**config.mk**
```make
export PLATFORM = sky130hd
export DESIGN_NAME = wfseq_engine
export DESIGN_NICKNAME = d
export VERILOG_FILES = /design/src/rtl/wfseq_pkg.sv /design/src/rtl/wfseq_datapath.sv /design/src/rtl/wfseq_ctrl.sv /design/src/rtl/wfseq_engine.sv
export SDC_FILE = /design/constraint.sdc
export NUM_CORES = 1
export LEC_CHECK = 0
export ABC_AREA = 0
export CAP_MARGIN = 10
export CORE_ASPECT_RATIO = 1.4
export CORE_MARGIN = 1.5
export CORE_UTILIZATION = 31
export CTS_BUF_LIST = sky130_fd_sc_hd__clkbuf_2 sky130_fd_sc_hd__clkbuf_4 sky130_fd_sc_hd__clkbuf_8
export CTS_CLUSTER_SIZE = 20
export DETAILED_ROUTE_END_ITERATION = 12
export DONT_BUFFER_PORTS = 1
export GPL_TIMING_DRIVEN = 0
export PLACE_DENSITY = 0.48
export SLEW_MARGIN = 20
export SYNTH_ARGS = -nofsm -noshare
export SYNTH_HDL_FRONTEND = slang
export SYNTH_HIERARCHICAL = 1
export SYNTH_SLANG_ARGS = --single-unit
```
**constraint.sdc**
```tcl
create_clock -name clk -period 4.75 [get_ports clk]
set_input_delay 0 -clock clk [delete_from_list [all_inputs] [get_ports clk]]
set_output_delay 0 -clock clk [all_outputs]
set_load 0.02 [all_outputs]
```
**src/rtl/wfseq_pkg.sv**
```systemverilog
package wfseq_pkg;
  localparam int NUM_WF    = 4;
  localparam int NUM_PLANE = 4;
  localparam int NUM_SLOT  = 8;
  localparam int MEM_DEPTH = NUM_WF * NUM_PLANE * NUM_SLOT;
  localparam int MEM_AW    = $clog2(MEM_DEPTH);
  localparam int ST_W      = $clog2(NUM_SLOT);
  localparam int WF_W      = $clog2(NUM_WF);
  localparam logic [ST_W-1:0] IDLE_ST = ST_W'(NUM_SLOT - 1);

  typedef enum logic [1:0] {PL_LENBR = 2'd0, PL_OPCODE = 2'd1,
                            PL_OUTPUT = 2'd2, PL_LFUNC = 2'd3} plane_e;

  // control -> datapath
  typedef struct packed {
    logic            running;
    logic [ST_W-1:0] state;
    logic [WF_W-1:0] wfIdx;
  } seqStrobe_t;

  // datapath -> control
  typedef struct packed {
    logic            isDecision;
    logic [7:0]      length;
    logic [ST_W-1:0] target;
    logic            reExec;
  } stepInfo_t;
endpackage

```
**src/rtl/wfseq_datapath.sv**
```systemverilog
module wfseq_datapath
  import wfseq_pkg::*;
#(
  parameter int DATA_W = 8,
  parameter int CTL_W  = 6
) (
  input  logic              clk,
  input  logic              rstN,
  input  logic              cfgWe,
  input  logic [7:0]        cfgAddr,
  input  logic [7:0]        cfgData,
  input  logic [1:0]        startType,
  input  logic              fifoFull,
  input  logic [DATA_W-1:0] busIn,
  input  seqStrobe_t        strb,
  output logic [WF_W-1:0]   selWf,
  output stepInfo_t         info,
  output logic              sampleStrobe,
  output logic [DATA_W-1:0] sampleData,
  output logic [CTL_W-1:0]  ctlOut
);
  localparam logic [7:0] SEL_ADDR  = 8'(MEM_DEPTH);
  localparam logic [7:0] IDLE_ADDR = 8'(MEM_DEPTH + 1);

  logic [7:0]       wfMem [MEM_DEPTH];
  logic [7:0]       selReg;
  logic [CTL_W-1:0] idleCtl;

  always_ff @(posedge clk) begin
    if (!rstN) begin
      for (int i = 0; i < MEM_DEPTH; i++) wfMem[i] <= 8'h00;
      selReg  <= 8'h00;
      idleCtl <= '0;
    end else if (cfgWe) begin
      if (cfgAddr < SEL_ADDR) wfMem[cfgAddr[MEM_AW-1:0]] <= cfgData;
      else if (cfgAddr == SEL_ADDR) selReg <= cfgData;
      else if (cfgAddr == IDLE_ADDR) idleCtl <= cfgData[CTL_W-1:0];
    end
  end

  assign selWf = selReg[{startType, 1'b0} +: WF_W];

  // fetch the four plane bytes of the active step
  logic [7:0] planeByte [NUM_PLANE];
  for (genvar p = 0; p < NUM_PLANE; p++) begin : g_plane
    assign planeByte[p] = wfMem[{strb.wfIdx, 2'(p), strb.state}];
  end

  logic [7:0] lenBr, opByte, outByte, lfByte;
  assign lenBr   = planeByte[PL_LENBR];
  assign opByte  = planeByte[PL_OPCODE];
  assign outByte = planeByte[PL_OUTPUT];
  assign lfByte  = planeByte[PL_LFUNC];

  function automatic logic termVal(input logic [2:0] code, input logic full);
    case (code)
      3'd6:    termVal = full;
      3'd7:    termVal = 1'b1;
      default: termVal = 1'b0;
    endcase
  endfunction

  logic termA, termB, lfResult;
  always_comb begin
    termA = termVal(lfByte[5:3], fifoFull);
    termB = termVal(lfByte[2:0], fifoFull);
    case (lfByte[7:6])
      2'd0:    lfResult = termA & termB;
      2'd1:    lfResult = termA | termB;
      2'd2:    lfResult = termA ^ termB;
      default: lfResult = ~termA & termB;
    endcase
  end

  always_comb begin
    info.isDecision = opByte[0];
    info.length     = lenBr;
    info.target     = lfResult ? lenBr[5:3] : lenBr[2:0];
    info.reExec     = lenBr[7];
  end

  assign sampleStrobe = strb.running & opByte[1];
  assign sampleData   = busIn;
  assign ctlOut       = strb.running ? outByte[CTL_W-1:0] : idleCtl;
endmodule

```
**src/rtl/wfseq_ctrl.sv**
```systemverilog
module wfseq_ctrl
  import wfseq_pkg::*;
(
  input  logic            clk,
  input  logic            rstN,
  input  logic            startReq,
  input  logic            abortReq,
  input  logic [WF_W-1:0] selWf,
  input  stepInfo_t       info,
  output seqStrobe_t      strb,
  output logic            done
);
  logic [ST_W-1:0] curState, nextState;
  logic [WF_W-1:0] wfIdx;
  logic [7:0]      holdCnt;
  logic            running, stepEnd;

  assign running = (curState != IDLE_ST);
  assign stepEnd = info.isDecision || (holdCnt == info.length - 8'd1);

  always_comb begin
    nextState = curState;
    if (info.isDecision)
      nextState = (info.target == IDLE_ST && info.reExec) ? '0 : info.target;
    else if (stepEnd)
      nextState = curState + 1'b1;
  end

  always_ff @(posedge clk) begin
    if (!rstN) begin
      curState <= IDLE_ST;
      wfIdx    <= '0;
      holdCnt  <= '0;
      done     <= 1'b0;
    end else if (abortReq) begin
      if (running) begin
        curState <= IDLE_ST;
        done     <= 1'b1;
      end
      holdCnt <= '0;
    end else if (!running) begin
      if (startReq) begin
        curState <= '0;
        wfIdx    <= selWf;
        holdCnt  <= '0;
        done     <= 1'b0;
      end
    end else begin
      curState <= nextState;
      holdCnt  <= stepEnd ? 8'd0 : holdCnt + 8'd1;
      if (nextState == IDLE_ST) done <= 1'b1;
    end
  end

  assign strb = '{running: running, state: curState, wfIdx: wfIdx};

  AST_ABORT_IDLE: assert property (@(posedge clk) disable iff (!rstN)
    abortReq |=> curState == IDLE_ST);
  AST_START_STATE0: assert property (@(posedge clk) disable iff (!rstN)
    (!running && startReq && !abortReq) |=> curState == '0 && !done);
  AST_DONE_ON_IDLE: assert property (@(posedge clk) disable iff (!rstN)
    (running && !abortReq && nextState == IDLE_ST) |=> done && !running);
  AST_REEXEC_NOIDLE: assert property (@(posedge clk) disable iff (!rstN)
    (running && info.isDecision && info.reExec && !abortReq) |=> curState != IDLE_ST);
  AST_HOLD_RANGE: assert property (@(posedge clk) disable iff (!rstN)
    (running && !info.isDecision && info.length != 8'd0) |-> holdCnt < info.length);
endmodule

```
**src/rtl/wfseq_engine.sv**
```systemverilog
module wfseq_engine
  import wfseq_pkg::*;
#(
  parameter int DATA_W = 8,
  parameter int CTL_W  = 6
) (
  input  logic              clk,
  input  logic              rstN,
  input  logic              cfgWe,
  input  logic [7:0]        cfgAddr,
  input  logic [7:0]        cfgData,
  input  logic              startReq,
  input  logic [1:0]        startType,
  input  logic              abortReq,
  input  logic              fifoFull,
  input  logic [DATA_W-1:0] busIn,
  output logic              sampleStrobe,
  output logic [DATA_W-1:0] sampleData,
  output logic [CTL_W-1:0]  ctlOut,
  output logic [2:0]        stateNum,
  output logic              busy,
  output logic              done
);
  seqStrobe_t      strb;
  stepInfo_t       info;
  logic [WF_W-1:0] selWf;

  wfseq_datapath #(.DATA_W(DATA_W), .CTL_W(CTL_W)) u_dp (
    .clk(clk), .rstN(rstN), .cfgWe(cfgWe), .cfgAddr(cfgAddr), .cfgData(cfgData),
    .startType(startType), .fifoFull(fifoFull), .busIn(busIn), .strb(strb),
    .selWf(selWf), .info(info), .sampleStrobe(sampleStrobe),
    .sampleData(sampleData), .ctlOut(ctlOut)
  );

  wfseq_ctrl u_ctrl (
    .clk(clk), .rstN(rstN), .startReq(startReq), .abortReq(abortReq),
    .selWf(selWf), .info(info), .strb(strb), .done(done)
  );

  assign stateNum = strb.state;
  assign busy     = strb.running;

  AST_IDLE_QUIET: assert property (@(posedge clk) disable iff (!rstN)
    (stateNum == 3'd7) |-> !sampleStrobe);
endmodule

```
==> flow_metrics.env, run 1 <==
export IMPL_numCtsBuffers=132
export IMPL_grt_total_usage=0.2401
export IMPL_grt_max_degree=17
export IMPL_ys_dominant_reg_cell="edfxtp_1"
export IMPL_clkTransAtPathRegs_ns=0.06
export IMPL_ant_nets=0
export IMPL_slowest_delay_ns=0.50
export IMPL_min_path_cells=2
export IMPL_crit_family="buffers and inverters"
export IMPL_cp_end_kind="flop"
export IMPL_whs_endpoint="u_dp/wfMem[41][0]$_SDFFCE_PN0P_"
export IMPL_top_layer_used="met5"
export IMPL_slowest_stage="dfxtp_4"
export IMPL_syn_area_um2=37630
export IMPL_hpwl_mm=107.9
export IMPL_start_util=0.3117
export IMPL_status="finished, final reports clean"
export IMPL_synth_async_reset_ratio=0
export IMPL_utilization=0.3602
export IMPL_wl_mm=149.1
export IMPL_cts_tree="built"
export IMPL_final_common_cell="edfxtp_1"
export IMPL_core_um2=120700
export IMPL_antenna_found_initial=23
export IMPL_cp_arrival_ns=5.45
export IMPL_worst_slew_pin_slew_ns=1.237
export IMPL_whs_ns=0.05781
export IMPL_ctsHtreeMaxLevel=4
export IMPL_drv_slew=0
export IMPL_post_route_period_util=0.9897
export IMPL_via_count=25260
export IMPL_pre_cts_slack_ns=-2.346
export IMPL_critPathLaunch="u_ctrl/curState[2]$_SDFFE_PN1P_"
export IMPL_r2r_cells=17
export IMPL_wl_met2_mm=75.71
export IMPL_setup_slack_ns=0.04892
export IMPL_crit_type="reg -> reg"
export IMPL_grt_pass1_vias=25740
export IMPL_die_area_um2=123500
export IMPL_crit_buf_inv=6
export IMPL_ys_types=77
export IMPL_overflow=0
export IMPL_drv_cap=0
export IMPL_fin_skew_ns=0.02135
export IMPL_fp_dieH_um=415.3
export IMPL_hold_viol_final=0
export IMPL_synth_edf_count=768
export IMPL_synthCells=2635
export IMPL_area_delta_synth_final_pct=15.55
export IMPL_die_width_um=297.5
export IMPL_ios=52
export IMPL_ys_seq_elements=796
export IMPL_wl_per_cell_um=32.66
export IMPL_drive_gt1_frac=0.1976
export IMPL_placed_cells=4256
export IMPL_syn_avg_cell_area_um2=14.28
export IMPL_cts_buffer_depth=3
export IMPL_powerDensity_nw_per_um2=447.5
export IMPL_yosysSeqAreaShare=0.6277
export IMPL_clock_latency_ns=0.85
export IMPL_fmax_ghz=0.2127
export IMPL_root_buffer="clkbuf_8"
export IMPL_first_pass_iters=6
export IMPL_slew_headroom=0.1750
export IMPL_layout_common_cells="edfxtp_1 (768), and2_1 (537), and3_1 (199)"
export IMPL_hold_class="in -> reg"
export IMPL_path_max_fanout=10
export IMPL_p_leak_uw=0.01527
export IMPL_r2r_slack_ns=0.05
export IMPL_fin_crit_ns=4.701
export IMPL_postSynthNetCount=2675
export IMPL_cts_sinks=796
export IMPL_setup_viol=0
export IMPL_core_rowCount=151
export IMPL_hp_start="cfgAddr[0]"
export IMPL_required_ns=5.50
export IMPL_wl_met3_mm=11.99
export IMPL_drcViolationCount=0
export IMPL_met1_length_mm=51.04
export IMPL_crit_chain="buf_4, buf_4, buf_6, clkbuf_8, buf_6, mux4_2, mux2i_4, ha_4, a2111oi_4, a211oi_4, buf_12, mux2_4, nand3_1, a31o_2, a21oi_1, mux2_4, o31ai_4"
export IMPL_globalplace_congestion=0.9454
export IMPL_startpoint_type="flop"
export IMPL_tns_ns=0
export IMPL_r2r_start="u_ctrl/curState[2]$_SDFFE_PN1P_"
export IMPL_port_buffers=0
export IMPL_first_iter_violations=2909
export IMPL_grt_pass1_wl_mm=203.7
export IMPL_r2r_end="u_ctrl/done$_SDFFE_PN0P_"
export IMPL_synth_yosys_warnings=6
export IMPL_final_cells=4564
export IMPL_vias_per_cell=5.535
export IMPL_vdd_drop_max_mv=0.2569
export IMPL_layout_nets=2884
## synthesized netlist by cell type, types with 11 or more instances
cell / instances / area, µm²
a21oi_1: 19 / 95.09
and2_1: 536 / 3353
and3_1: 199 / 1245
buf_2: 21 / 105.1
buf_4: 18 / 135.1
buf_6: 11 / 123.9
clkbuf_1: 179 / 671.9
dfxtp_1: 28 / 560.5
edfxtp_1: 768 / 23060
inv_1: 11 / 41.29
mux2_2: 14 / 157.7
mux2i_1: 30 / 300.3
mux4_2: 198 / 4459
nand2_1: 82 / 307.8
nand2b_1: 17 / 106.4
nand3_1: 31 / 155.2
nor2_1: 152 / 570.6
nor2b_1: 23 / 143.9
nor3_1: 16 / 80.08
o21ai_0: 134 / 670.6
## routing by layer
| layer | vias up | global-route usage |
|---|---|---|
| met1 | 13080 | 0.2564 |
| met4 | 4 | 0.1483 |
| met5 | - | 0 |
| li1 | 10330 | - |
| met3 | 417 | 0.05981 |
| met2 | 1434 | 0.4236 |
## worst max-delay path by stage
| stage | end | slack, ns | cells past startpoint |
|---|---|---|---|
| final | u_ctrl/done$_SDFFE_PN0P_ | 0.05 | 17 |
| after global routing | u_ctrl/curState[1]$_SDFFE_PN1P_ | -0.04 | 18 |
| after CTS | u_ctrl/done$_SDFFE_PN0P_ | 0.0001 | 16 |
| after detailed placement | u_ctrl/done$_SDFFE_PN0P_ | -2.35 | 16 |
| after global placement | u_ctrl/done$_SDFFE_PN0P_ | -2.42 | 17 |
| after floorplan | u_ctrl/done$_SDFFE_PN0P_ | 0.20 | 15 |
## area by class of cell
class                   count  area (µm²)
clock inverters            60       380.4
multi-input cells        1586       13050
well taps                1606        2009
clock buffers             171        2160
flip-flops and latches    796       23630
repair buffers             77       711.9
plain buffers             236        1440
fillers                 11630       77240
inverters                  15       58.81
diodes                     17       42.54
## through the flow
step                      cell area, µm²  power, µW
final                              43480      19460
after global routing               43450      20040
after CTS                          43200      19370
after detailed placement           39800      12940
after global placement             39640      12890
after floorplan                    37630      11080
## worst reg2reg max path, stage by stage (launching register included)
cell and delay (ns):
dfxtp_4 0.50, buf_4 0.31, buf_4 0.31, buf_6 0.25, clkbuf_8 0.30, buf_6 0.26, mux4_2 0.41, mux2i_4 0.24
ha_4 0.27, a2111oi_4 0.41, a211oi_4 0.09, buf_12 0.15, mux2_4 0.32, nand3_1 0.09, a31o_2 0.18, a21oi_1 0.04
mux2_4 0.30, o31ai_4 0.21
## registers in the layout, summed over array words and instances (netlist names)
| register | count |
|---|---|
| u_ctrl/curState | 3 |
| u_ctrl/wfIdx | 2 |
| u_dp/selReg | 8 |
| u_dp/wfMem | 768 |
| u_dp/idleCtl | 6 |
| u_ctrl/holdCnt | 8 |
| u_ctrl/done | 1 |
## power by group
part / total (µW) / internal, µW / switching [µW]
clock: 6030 / 3140 / 2890
sequential: 8220 / 8040 / 175
combinational: 5210 / 2140 / 3080
## timing repair
action / 4_1_cts / 5_1_grt
endpoints found under the hold margin: 424 / 36
buffers inserted: 10 / 12
setup endpoints to repair: 19 / 9
pin swaps: 3 / 8
hold buffers: 37 / 3
resized for setup: 105 / 32
cloned: 0 / 0
## kinds of logic after synthesis
group,count (synthesis),share of synthesized area
xor+xnor,8,0.001862
fa+ha+maj,8,0.002660
mux,247,0.1335
flops,796,0.6277
buf+inv,253,0.02992
simple gates,1099,0.1672
compound gates,224,0.03720
(Power assumes the default switching activity.)
==> inputs of run 2 (changes only) <==
- BUFFER_PORTS_ARGS: unset -> -buffer_cell sky130_fd_sc_hd__buf_2
- CORE_ASPECT_RATIO: 1.4 -> unset
- CORE_MARGIN: 1.5 -> 2
- DONT_BUFFER_PORTS: 1 -> unset
==> flow_metrics.env, run 2 (synthesis gave the netlist of run 1 again) <==
export IMPL_top_register="u_dp/wfMem"
export IMPL_power_internal_uw=13380
export IMPL_drv_cap=0
export IMPL_clkTransAtPathRegs_ns=0.05
export IMPL_wl_per_cell_um=32.09
export IMPL_grt_max_degree=17
export IMPL_fin_crit_ns=4.674
export IMPL_p_switching_uw=6192
export IMPL_root_buffer="clkbuf_8"
export IMPL_layout_nets=2909
export IMPL_final_cells=4595
export IMPL_port_buffers=33
export IMPL_core_um2=120100
export IMPL_setup_viol=0
export IMPL_final_common_cell="edfxtp_1"
export IMPL_via_count=25550
export IMPL_largest_reg_flops=768
export IMPL_pwr_share_seq=0.419
export IMPL_required_ns=5.46
export IMPL_die_width_um=352.4
export IMPL_crit_type="reg -> reg"
export IMPL_ctsHtreeMaxLevel=4
export IMPL_grt_total_usage=0.2342
export IMPL_slew_headroom=0.1347
export IMPL_startpoint_type="flop"
export IMPL_vdd_drop_max_mv=0.2691
export IMPL_grt_pass1_vias=25250
export IMPL_layout_common_cells="edfxtp_1 (768), and2_1 (536), and3_1 (199)"
export IMPL_hold_class="in -> reg"
export IMPL_hpwl_mm=104.3
export IMPL_start_util=0.3133
export IMPL_powerDensity_nw_per_um2=450.0
export IMPL_cts_tree="built"
export IMPL_utilization=0.3621
export IMPL_tns_ns=0
export IMPL_fp_dieH_um=352.4
export IMPL_drv_slew=0
export IMPL_globalplace_congestion=0.9265
export IMPL_cp_arrival_ns=5.39
export IMPL_grt_pass1_wl_mm=201.6
export IMPL_clkPwrFrac=0.322
export IMPL_fmax_ghz=0.2139
export IMPL_area_delta_synth_final_pct=15.59
export IMPL_first_iter_violations=3347
export IMPL_clock_latency_ns=0.84
export IMPL_rsz0062_at_grt="false"
export IMPL_status="finished, final reports clean"
export IMPL_slowest_delay_ns=0.66
export IMPL_p_leak_uw=0.01536
export IMPL_cp_end_kind="flop"
export IMPL_slowest_stage="buf_2"
export IMPL_switching_share=0.3163
export IMPL_worst_slew_pin_slew_ns=1.298
export IMPL_crit_chain="clkbuf_1, clkbuf_2, buf_2, mux2i_4, ha_4, o41ai_2, a211oi_2, buf_4, mux2_4, nand3_1, a31o_2, a21oi_1, mux2_1, o31ai_1"
export IMPL_cts_sinks=796
export IMPL_ant_nets=0
export IMPL_cts_buffer_depth=3
export IMPL_hold_viol_final=0
export IMPL_core_rowCount=127
export IMPL_antenna_found_initial=24
export IMPL_pwr_share_comb=0.260
export IMPL_numCtsBuffers=143
export IMPL_placed_cells=4294
export IMPL_fin_skew_ns=0.04894
export IMPL_ios=52
export IMPL_drcViolationCount=0
export IMPL_path_max_fanout=10
export IMPL_vias_per_cell=5.561
export IMPL_drive_gt1_frac=0.2038
export IMPL_first_pass_iters=7
export IMPL_overflow=0
export IMPL_post_route_period_util=0.9841
export IMPL_die_area_um2=124200
export IMPL_wl_mm=147.5
export IMPL_largest_registers="u_dp/wfMem (768), u_ctrl/holdCnt (8), u_dp/selReg (8)"
-- run 2: cell count changes in the layout (fill, tap and decap cells not counted), moves of 5 or more --
cell           change
buf_2             +33
clkinv_1          +15
clkinvlp_4         -5
clkbuf_8          +12
clkinv_2           -5
diode_2            -7
dlygate4sd3_1     -14
-- run 2: final cells by class --
class                           count  area [µm²]
Antenna cell                       10       25.02
Buffer                            235        1385
Clock buffer                      182        2311
Clock inverter                     67       386.6
Fill cell                       11670       76630
Inverter                           15       60.06
Multi-Input combinational cell   1586       12980
Sequential cell                   796       23630
Tap cell                         1612        2017
Timing Repair Buffer               92       700.7
-- run 2: what timing repair did --
item	CTS	global route
endpoints found under the hold margin	236	15
hold buffers	24	2
gates resized for setup	100	17
setup endpoints to repair	19	20
buffers inserted	7	10
pin swaps	2	1
-- run 2: power by group through the flow --
stage          Clock (µW)  Sequential, µW  Combinational (µW)
2_1_floorplan           0            8260                2820
5_1_grt              6710            8230                5240
6_report             6290            8200                5080
3_5_place_dp            0            8340                4630
3_3_place_gp            0            8330                4590
4_1_cts              6410            8200                4950
-- run 2: worst paths after layout --
kind | start | endpoint | slack, ns | cells past startpoint
setup / recovery | u_ctrl/wfIdx[1]$_SDFFE_PN0P_ | u_ctrl/done$_SDFFE_PN0P_ | 0.08 | 14
hold / removal | cfgData[5] | u_dp/wfMem[57][5]$_SDFFCE_PN0P_ | 0.1 | 2
setup reg to reg | u_ctrl/wfIdx[1]$_SDFFE_PN0P_ | u_ctrl/done$_SDFFE_PN0P_ | 0.08 | 14
hold reg to reg | u_ctrl/done$_SDFFE_PN0P_ | u_ctrl/done$_SDFFE_PN0P_ | 0.49 | 2
-- run 2: critical path, delay by kind of cell, from the launching register on --
family / cells / cell delay, ns
compound gates: 5 / 0.89
fa+ha+maj: 1 / 0.26
buf+inv: 4 / 1.94
flops: 1 / 0.33
mux: 3 / 1.04
simple gates: 1 / 0.08
-- run 2: routing by layer --
metal | global-route usage | wire length (µm) | vias to the layer above
li1 | - | - | 10380
met4 | 0.09154 | 6003 | 24
met5 | 0 | 167 | -
met1 | 0.3113 | 59010 | 13230
met2 | 0.3572 | 65600 | 1589
met3 | 0.07234 | 16680 | 329
-- run 2: through the flow --
| step | cell area (µm²) | power, µW | worst slack (ns) | hold slack (ns) |
|---|---|---|---|---|
| floorplan | 37630 | 11080 | 0.2005 | 0.07183 |
| global placement | 39820 | 12920 | -2.180 | 0.2234 |
| detailed placement | 39970 | 12970 | -2.204 | 0.2190 |
| CTS | 43320 | 19560 | 0.02835 | 0.01651 |
| global route | 43480 | 20180 | 0.007640 | 0.03861 |
| finish | 43500 | 19580 | 0.07563 | 0.09641 |
